$ cat src/rtl/rom_sel_pkg.sv
package rom_sel_pkg;

  localparam int FAM_W  = 8;
  localparam int SER_W  = 48;
  localparam int CHK_W  = 8;
  localparam int BODY_W = FAM_W + SER_W;
  localparam int ID_W   = BODY_W + CHK_W;

  localparam logic [7:0] OP_READ   = 8'h33;
  localparam logic [7:0] OP_MATCH  = 8'h55;
  localparam logic [7:0] OP_SEARCH = 8'hF0;
  localparam logic [7:0] OP_SKIP   = 8'hCC;

  typedef enum logic [2:0] {
    ST_CMD,
    ST_READ,
    ST_MATCH,
    ST_SRCH,
    ST_SEL,
    ST_WAIT
  } rom_state_e;

  typedef enum logic [1:0] {
    PH_TRUE,
    PH_COMP,
    PH_ECHO
  } srch_ph_e;

  // reflected form of x^8+x^5+x^4+1, data taken LSB first
  function automatic logic [CHK_W-1:0] body_crc(input logic [BODY_W-1:0] body);
    logic [CHK_W-1:0] acc;
    logic             fb;
    acc = '0;
    for (int i = 0; i < BODY_W; i++) begin
      fb  = acc[0] ^ body[i];
      acc = acc >> 1;
      if (fb) acc = acc ^ 8'h8C;
    end
    return acc;
  endfunction

endpackage

$ cat src/rtl/rom_byte_rx.sv
module rom_byte_rx #(
  parameter int W = 8
) (
  input  logic         clk,
  input  logic         rst_n,
  input  logic         clr,
  input  logic         shift_en,
  input  logic         bit_in,
  output logic [W-1:0] byte_now,
  output logic         done
);
  localparam int CW = (W > 1) ? $clog2(W) : 1;
  localparam logic [CW-1:0] LAST = CW'(W - 1);

  logic [W-1:0]  sh_q, sh_d;
  logic [CW-1:0] cnt_q, cnt_d;

  assign byte_now = {bit_in, sh_q[W-1:1]};
  assign done     = shift_en && (cnt_q == LAST);

  always_comb begin
    sh_d  = sh_q;
    cnt_d = cnt_q;
    if (clr) begin
      sh_d  = '0;
      cnt_d = '0;
    end else if (shift_en) begin
      sh_d  = byte_now;
      cnt_d = (cnt_q == LAST) ? '0 : cnt_q + 1'b1;
    end
  end

  always_ff @(posedge clk or negedge rst_n) begin
    if (!rst_n) begin
      sh_q  <= '0;
      cnt_q <= '0;
    end else begin
      sh_q  <= sh_d;
      cnt_q <= cnt_d;
    end
  end


  byte_wrap_chk: assert property (@(posedge clk) disable iff (!rst_n)
    (done && !clr) |=> (cnt_q == '0));

endmodule

$ cat src/rtl/rom_id_src.sv
module rom_id_src
  import rom_sel_pkg::*;
#(
  parameter logic [FAM_W-1:0] FAMILY = 8'h09,
  parameter logic [SER_W-1:0] SERIAL = 48'h1A2B3C4D5E6F
) (
  input  logic [$clog2(ID_W)-1:0] idx,
  output logic                    id_bit
);
  localparam logic [BODY_W-1:0] BODY  = {SERIAL, FAMILY};
  localparam logic [CHK_W-1:0]  CHECK = body_crc(BODY);

  logic [ID_W-1:0] id_word;

  genvar g;
  generate
    for (g = 0; g < ID_W; g++) begin : g_bits
      if (g < BODY_W) begin : g_body
        assign id_word[g] = BODY[g];
      end else begin : g_chk
        assign id_word[g] = CHECK[g - BODY_W];
      end
    end
  endgenerate

  assign id_bit = id_word[idx];

endmodule

$ cat src/rtl/rom_walk_ctrl.sv
module rom_walk_ctrl
  import rom_sel_pkg::*;
(
  input  logic                    clk,
  input  logic                    rst_n,
  input  logic                    bus_reset,
  input  logic                    slot_go,
  input  logic                    slot_bit,
  input  logic                    cmd_done,
  input  logic [7:0]              cmd_byte,
  input  logic                    id_bit,
  output logic [$clog2(ID_W)-1:0] idx,
  output logic                    rx_en,
  output logic                    tx_en,
  output logic                    tx_bit,
  output logic                    selected
);
  localparam int IW = $clog2(ID_W);
  localparam logic [IW-1:0] IDX_LAST = IW'(ID_W - 1);

  rom_state_e    st_q, st_d;
  srch_ph_e      ph_q, ph_d;
  logic [IW-1:0] idx_q, idx_d;
  logic          miss_q, miss_d;
  logic          last_bit;
  logic          differ;

  assign last_bit = (idx_q == IDX_LAST);
  assign differ   = (slot_bit != id_bit);
  assign idx      = idx_q;
  assign rx_en    = (st_q == ST_CMD) && slot_go && !bus_reset;
  assign selected = (st_q == ST_SEL);

  always_comb begin
    tx_en  = 1'b0;
    tx_bit = 1'b1;
    if (st_q == ST_READ) begin
      tx_en  = 1'b1;
      tx_bit = id_bit;
    end else if (st_q == ST_SRCH && ph_q != PH_ECHO) begin
      tx_en  = 1'b1;
      tx_bit = (ph_q == PH_TRUE) ? id_bit : ~id_bit;
    end
  end

  always_comb begin
    st_d   = st_q;
    ph_d   = ph_q;
    idx_d  = idx_q;
    miss_d = miss_q;
    if (bus_reset) begin
      st_d   = ST_CMD;
      ph_d   = PH_TRUE;
      idx_d  = '0;
      miss_d = 1'b0;
    end else begin
      unique case (st_q)
        ST_CMD: begin
          if (cmd_done) begin
            idx_d  = '0;
            ph_d   = PH_TRUE;
            miss_d = 1'b0;
            unique case (cmd_byte)
              OP_READ:   st_d = ST_READ;
              OP_MATCH:  st_d = ST_MATCH;
              OP_SEARCH: st_d = ST_SRCH;
              OP_SKIP:   st_d = ST_SEL;
              default:   st_d = ST_WAIT;
            endcase
          end
        end
        ST_READ: begin
          if (slot_go) begin
            if (last_bit) st_d = ST_SEL;
            else          idx_d = idx_q + 1'b1;
          end
        end
        ST_MATCH: begin
          if (slot_go) begin
            miss_d = miss_q | differ;
            if (last_bit) st_d = (miss_q | differ) ? ST_WAIT : ST_SEL;
            else          idx_d = idx_q + 1'b1;
          end
        end
        ST_SRCH: begin
          if (slot_go) begin
            unique case (ph_q)
              PH_TRUE: ph_d = PH_COMP;
              PH_COMP: ph_d = PH_ECHO;
              default: begin
                ph_d = PH_TRUE;
                if (differ)        st_d = ST_WAIT;
                else if (last_bit) st_d = ST_SEL;
                else               idx_d = idx_q + 1'b1;
              end
            endcase
          end
        end
        default: ;
      endcase
    end
  end

  always_ff @(posedge clk or negedge rst_n) begin
    if (!rst_n) begin
      st_q   <= ST_CMD;
      ph_q   <= PH_TRUE;
      idx_q  <= '0;
      miss_q <= 1'b0;
    end else begin
      st_q   <= st_d;
      ph_q   <= ph_d;
      idx_q  <= idx_d;
      miss_q <= miss_d;
    end
  end


  sel_hold_chk: assert property (@(posedge clk) disable iff (!rst_n)
    (selected && !bus_reset) |=> selected);


  rst_clear_chk: assert property (@(posedge clk) disable iff (!rst_n)
    bus_reset |=> (!selected && !tx_en));


  comp_flip_chk: assert property (@(posedge clk) disable iff (!rst_n)
    (st_q == ST_SRCH && ph_q == PH_TRUE && slot_go && !bus_reset)
      |=> (tx_en && tx_bit != $past(tx_bit)));


  quiet_stay_chk: assert property (@(posedge clk) disable iff (!rst_n)
    (st_q == ST_WAIT && !bus_reset) |=> (!tx_en && !selected));


  skip_now_chk: assert property (@(posedge clk) disable iff (!rst_n)
    (st_q == ST_CMD && cmd_done && cmd_byte == OP_SKIP && !bus_reset) |=> selected);

endmodule

$ cat src/rtl/rom_select.sv
module rom_select
  import rom_sel_pkg::*;
#(
  parameter logic [7:0]  FAMILY = 8'h09,
  parameter logic [47:0] SERIAL = 48'h1A2B3C4D5E6F
) (
  input  logic clk,
  input  logic rst_n,
  input  logic bus_reset,
  input  logic slot_go,
  input  logic slot_bit,
  output logic tx_en,
  output logic tx_bit,
  output logic selected
);
  localparam int IW = $clog2(ID_W);

  logic [IW-1:0] idx;
  logic          id_bit;
  logic          rx_en;
  logic          cmd_done;
  logic [7:0]    cmd_byte;

  rom_byte_rx #(.W(8)) u_rx (
    .clk      (clk),
    .rst_n    (rst_n),
    .clr      (bus_reset),
    .shift_en (rx_en),
    .bit_in   (slot_bit),
    .byte_now (cmd_byte),
    .done     (cmd_done)
  );

  rom_id_src #(.FAMILY(FAMILY), .SERIAL(SERIAL)) u_id (
    .idx    (idx),
    .id_bit (id_bit)
  );

  rom_walk_ctrl u_ctrl (
    .clk       (clk),
    .rst_n     (rst_n),
    .bus_reset (bus_reset),
    .slot_go   (slot_go),
    .slot_bit  (slot_bit),
    .cmd_done  (cmd_done),
    .cmd_byte  (cmd_byte),
    .id_bit    (id_bit),
    .idx       (idx),
    .rx_en     (rx_en),
    .tx_en     (tx_en),
    .tx_bit    (tx_bit),
    .selected  (selected)
  );

endmodule

$ cat config.mk
export PLATFORM = sky130hd
export DESIGN_NAME = rom_select
export DESIGN_NICKNAME = d
export VERILOG_FILES = /design/src/rtl/rom_sel_pkg.sv /design/src/rtl/rom_byte_rx.sv /design/src/rtl/rom_id_src.sv /design/src/rtl/rom_walk_ctrl.sv /design/src/rtl/rom_select.sv
export SDC_FILE = /design/constraint.sdc
export NUM_CORES = 1
export LEC_CHECK = 0
export BUFFER_PORTS_ARGS = -buffer_cell sky130_fd_sc_hd__buf_2
export CAP_MARGIN = 0
export CORE_UTILIZATION = 55
export DETAILED_ROUTE_END_ITERATION = 7
export PLACE_DENSITY = 0.82
export SETUP_SLACK_MARGIN = 0.02
export SLEW_MARGIN = 15
export SYNTH_ARGS = -nofsm -noshare
export SYNTH_HDL_FRONTEND = slang
export SYNTH_HIERARCHICAL = 1
export SYNTH_SLANG_ARGS = --single-unit
$ cat constraint.sdc
create_clock -name clk -period 8.1 [get_ports clk]
set_input_delay 0.405 -clock clk [delete_from_list [all_inputs] [get_ports clk]]
set_output_delay 0.405 -clock clk [all_outputs]
set_load 0.02 [all_outputs]
Word-level counts from Yosys, hierarchy flattened
Memory sizes are Yosys's and may differ from the RTL's.
Cells that the tools add are included.
{"block": "word_totals", "ff_bits": 23, "latch_bits": 0, "ramBits": 0, "mem_bits_ro": 64, "inputBits": 5, "elab_cells": 91, "mem_count": 1}
{"block": "classes", "n_addsub": 2, "multipliers": 0, "div": 0, "n_lt_le_gt_ge": 1, "n_eq_ne": 21, "shifts": 0, "mux": 40, "bitwise_logic": 2, "n_reduce_logical": 18}
{"name": "(name not given)", "depth": 64, "width": 1, "read_ports": 1, "rd_ports_with_merged_regs": 0, "write_ports": 0, "line": "rom_id_src.sv:26", "rtl": "assign id_bit = id_word[idx];"}
{"op": "$mux 6", "count": 7}
{"op": "$mux 3", "count": 12}
{"op": "$pmux 3 s4", "count": 2}
{"op": "$ne 3x3->1 const B", "count": 6}
{"op": "$pmux 6 s3", "count": 1}
{"op": "$eq 8x8->1 const B", "count": 2}
{"op": "$mux 8", "count": 2}
{"op": "$mux 1", "count": 10}
{"op": "$eq 8x6->1 const B", "count": 1}
{"op": "$eq 8x7->1 const B", "count": 1}
{"op": "$pmux 2 s2", "count": 2}
{"op": "$lt 6x7->1 const B", "count": 1}
{"op": "$reduce_and 7->1", "count": 1}
{"op": "$add 6x1->6 const B", "count": 1}
{"op": "$eq 3x2->1 const B", "count": 2}
{"op": "$eq 3x3->1 const B", "count": 2}
{"op": "$eq 6x6->1 const B", "count": 1}
{"op": "$mux 2", "count": 3}
{"op": "$reduce_and 3->1", "count": 2}
{"op": "$reduce_and 6->1", "count": 1}
{"op": "$reduce_bool 3->1", "count": 2}
{"op": "$reduce_bool 5->1", "count": 1}
{"op": "$logic_and 1x1->1", "count": 4}
{"op": "$reduce_bool 4->1", "count": 1}
{"op": "15 further kinds", "count": 16}

Depth between registers and ports, before layout
{"block": "depth", "ltp_word": 9, "mapped_depth": 10}

Hierarchy
Netlist, hierarchy kept.
{"mod": "rom_walk_ctrl", "n_inst": 1, "cells_per_inst": 113, "area_per_inst_um2": 1057.3}
{"mod": "rom_byte_rx", "n_inst": 1, "cells_per_inst": 37, "area_per_inst_um2": 444.2}
{"mod": "rom_id_src", "n_inst": 1, "cells_per_inst": 27, "area_per_inst_um2": 234.0}

Least setup slack after synthesis
Ideal clock, no wire load.
{"block": "synth_timing", "path_kind": "flip-flop to flip-flop", "from": "register u_ctrl.idx_q[0], in the netlist u_ctrl/idx[0]", "to": "register u_ctrl.idx_q[3], in the netlist u_ctrl/idx[3]", "setup_time_ns": 0.092, "arrival_ns": 2.521, "required_ns": 8.008, "path_slack_ns": 5.487, "stages_incl_launch_ff": 11, "synth_period_minus_slack_ns": 2.613, "cell_sequence": "dfrtp_1 inv_1 ha_1 nand2_1 o21ai_0 a211oi_1 o32ai_2 xnor2_1 a21oi_1 or4b_4 o31ai_2"}
{"block": "synth_between", "word_cells_on_any_way": 14, "classes_between": "add/sub: 1; eq/ne: 3; mux: 8; reduce/logical: 1; memory: 1"}
{"element": "from (decl)", "line": "rom_walk_ctrl.sv:23", "rtl": "logic [IW-1:0] idx_q, idx_d;"}
{"element": "from (signal assigned)", "line": "rom_walk_ctrl.sv:113", "rtl": "idx_q <= idx_d;"}
{"element": "$mem_v2 64x1"}
{"element": "$mux 1 (not written as such)", "line": "rom_id_src.sv:26"}
{"element": "net id_bit", "line": "rom_select.sv:19", "rtl": "logic id_bit;"}
{"element": "$ne 1x1->1", "line": "rom_walk_ctrl.sv:29", "rtl": "assign differ = (slot_bit != id_bit);"}
{"element": "$ne 3x3->1 (no line)"}
{"element": "$reduce_and 6->1 (no line)"}
The timed path passes the listed nets, and every way through them passes these cells. The select of a mux whose other input is x is not followed.
A chain may end at the register's enable or synchronous reset.

Worst setup path after layout
Ends and elaborated chain as after synthesis.

==> metrics.log <==
[metrics] max-cap violations: 0
[metrics] number of clock sinks: 22
[metrics] RD Place Congestion: ~0.85
[metrics] number of antenna violations at the first check in global routing: 0
[metrics] final-stage net count: a little under 200
[metrics] Static Leakage: between 0.7 and 0.8 nW
[metrics] Syn Inst Count: around 180
[metrics] Area Growth Syn to Fin: 3.53%
[metrics] simple-gate share of the synthesized area: 0.262
[metrics] H-Tree Depth: 1
[metrics] combinational family with the most area after synthesis: simple AND/OR/NAND/NOR gates
[metrics] die boundary width: 58.2 um
[metrics] Post-Syn Area per Cell: around 10 um^2
[metrics] RSZ-0062 raised after global routing: false
[metrics] PnR Total Power: 0.422 mW
[metrics] share of synthesized cell area in full adder, half adder and majority cells: 0.0649
[metrics] share of synthesized area occupied by flip-flops and latches: 0.317
[metrics] Chip Height: just under 60 um
[metrics] startpoint type of the worst setup path: register
[metrics] critical path data arrival time: 3280 ps
[metrics] wire length of the first global-routing pass: about 5.7 mm
[metrics] maximum operating frequency: roughly 0.33 GHz
[metrics] Yosys cell types: slightly above 60
[metrics] largest fanout of any net on the critical path: 9
[metrics] area of the mapped netlist: about 1700 um^2
[metrics] worst relative slew slack: 0.605
[metrics] cell row count: 20
[metrics] CP Cell Sequence: inv_1, ha_1, nand2_1, o21ai_0, a211oi_1, o32ai_2, xnor2_1, a21oi_1, or4b_4, o31ai_2
[metrics] most used standard cell by instance count after synthesis: dfrtp_1
[metrics] final period utilization: 0.377
[metrics] Setup crit end kind: register
[metrics] CTS tree: yes
[metrics] max-slew violation count: 0
[metrics] detailed router's first-iteration violation count: about 130
[metrics] critical path type: reg -> reg
[metrics] required time at the endpoint of the critical path: about 8300 ps
[metrics] final critical path time including I/O delays and setup: 3060 ps
[metrics] endpoints failing setup: 0
[metrics] most instantiated cells after synthesis: dfrtp_1, nor2_1, mux2i_1, ha_1, nand2_1
[metrics] number of register bits inferred by synthesis: 22
[metrics] total negative setup slack: 0 ps
[metrics] actual slew at the worst max-slew pin: approximately 600 ps
[metrics] Hold Path Class: in -> async
[metrics] effective utilization at floorplan: 0.573
[metrics] cell types with the largest area share after synthesis: dfrtp_1, mux2i_1, ha_1, nor2_1, buf_6
[metrics] number of iterations in the first detailed-routing pass: 4
[metrics] Setup Skew: 4.85 ps
[metrics] maximum count of clock buffers along a single path: 2
[metrics] buffers added on ports: 7
[metrics] Hold WS: 38.2 ps
[metrics] Yosys top cell by area: dfrtp_1
[metrics] result of the run: finished clean
[metrics] CTS Root Buffer Type: clkbuf_4
[metrics] cell area power density: 235 nW/um^2
[metrics] via count of the first global-routing pass: about 1300
[metrics] DPL Wire Length: ~2.4 mm
[metrics] xor/xnor share of the synthesized area: 0.0101
[metrics] leading register cell type out of synthesis: dfrtp_1
[metrics] fraction of registers with async set/reset: 1.00
[metrics] fraction of post-synthesis cell area in the top cell type by area: 0.317
[metrics] count of yosys warnings during synthesis: 6
[metrics] final global-route overflow total: 0
[metrics] via count: about 1300
[metrics] global router's overall resource usage: 0.218
[metrics] vias per inst: around 6.0
[metrics] post-DR wirelength/cell: ~15 um
[metrics] critical path's largest stage delay: between 500 and 600 ps
[metrics] residual antenna-violating net count after detailed routing: 0
[metrics] slowest library cell on the worst path: or4b_4
[metrics] fraction of final layout cells with drive strength greater than 1: 0.163
[metrics] largest net degree at the start of global routing: 23
[metrics] I/O pin count: 8
[metrics] post-cts hold buffer count: 0
[metrics] Inserted Diodes: 0
[metrics] number of nets produced by synthesis: approximately 190
[metrics] Clock Pin Slew Worst Setup and Hold Paths: 130 ps
[metrics] number of cells upsized or downsized after cts: 0
[metrics] DRC errors left: 0
[metrics] floorplan core area: 3030 um^2
[metrics] Clk Latency, worst-skew pair: around 310 ps
[metrics] total setup buffers inserted after CTS: 0
[metrics] multiplexer share of the synthesized area: 0.0822
[metrics] detailed-route wire length: about 3.3 mm
[metrics] share of the synthesized area in compound gates (AO/OA/AOI/OAI): 0.195
[metrics] number of CTS-inserted buffers: 3
[metrics] EDFF count, synth: 0
[metrics] total count of hold-check failures in the final report: 0
[metrics] Die Outline Area: between 3000 and 4000 um^2
[metrics] worst vdd rail ir drop: between 0.00008 and 0.00009 V
-- flip-flops by register name, indices dropped and copies added (netlist names) --
name / cells
u_ctrl/idx: 6
u_ctrl/miss_q: 1
u_ctrl/ph_q: 2
u_ctrl/st_q: 3
u_rx/cnt_q: 3
u_rx/sh_q: 7
-- routing by layer --
layer / up-vias / part of all wire / GRT usage
met3: 4 / 0.034 / 0.0424
met4: 0 / 0.0096 / 0.0782
met1: 635 / 0.45 / 0.284
met2: 35 / 0.50 / 0.361
li1: 658 / - / -
met5: - / 0 / 0
-- worst max-delay path, delay by kind of cell (launching register included) --
kind	cells	cell delay, ps
buf+inv	1	180
fa+ha+maj	1	220
compound gates	5	1050
simple gates	2	620
flops	1	550
xor+xnor	1	360
-- area by class of cell --
cell class	count	area, um^2
clock buffers	3	22.5
clock inverters	1	30.0
fillers	247	1230
inverters	8	30.0
multi-input cells	136	1070
flip-flops and latches	22	551
well taps	44	55.1
repair buffers	8	42.5
-- report_power, final --
part / leakage (nW) / switching (mW) / internal [mW]
Combinational: 0.392 / 0.103 / 0.0781
Clock: 0.0279 / 0.0357 / 0.0500
Sequential: 0.301 / 0.0332 / 0.121
-- metrics by stage --
stage,worst slack [ps],utilization,area [um^2],instances
finish,5040,0.593,1800,222
floorplan,5490,-,1740,177
CTS,5080,0.593,1800,222
detailed placement,5120,0.576,1740,218
global placement,5310,0.576,1740,218
global route,4860,0.593,1800,222
-- layout by cell type (no fill, tap or decap), types with 3 or more instances in the layout --
cell type and instances:
dfrtp_1 22, nor2_1 14, mux2i_1 12, nand2_1 9, ha_1 9, inv_1 8
buf_2 7, nor3_1 7, nand3_1 6, o21ai_0 5, a21oi_1 5, nand2b_1 5
clkbuf_4 3, nor2b_1 3, o41ai_1 3, a211oi_1 3
-- cell families after synthesis --
| kind of cell | Yosys count |
|---|---|
| AND/OR/NAND/NOR | 69 |
| adder cells (fa/ha/maj) | 9 |
| AO/OA/AOI/OAI | 42 |
| buffers and inverters | 19 |
| flip-flops | 22 |
| multiplexers | 14 |
| XOR/XNOR | 2 |
-- final timing paths --
kind | startpoint | to | slack [ps] | cells past startpoint
setup / recovery | u_ctrl/idx[0] | u_ctrl/idx[3] | 5040 | 10
hold / removal | rst_n | u_ctrl/st_q[2] | 40 | 1
setup reg to reg | u_ctrl/idx[0] | u_ctrl/idx[3] | 5040 | 10
hold reg to reg | u_ctrl/miss_q | u_ctrl/miss_q | 510 | 1
max in group asynchronous | rst_n | u_ctrl/idx[3] | 7720 | 1
min in group clk | slot_bit | u_rx/sh_q[7] | 440 | 3
No activity file was read; power rests on OpenSTA's default activity.
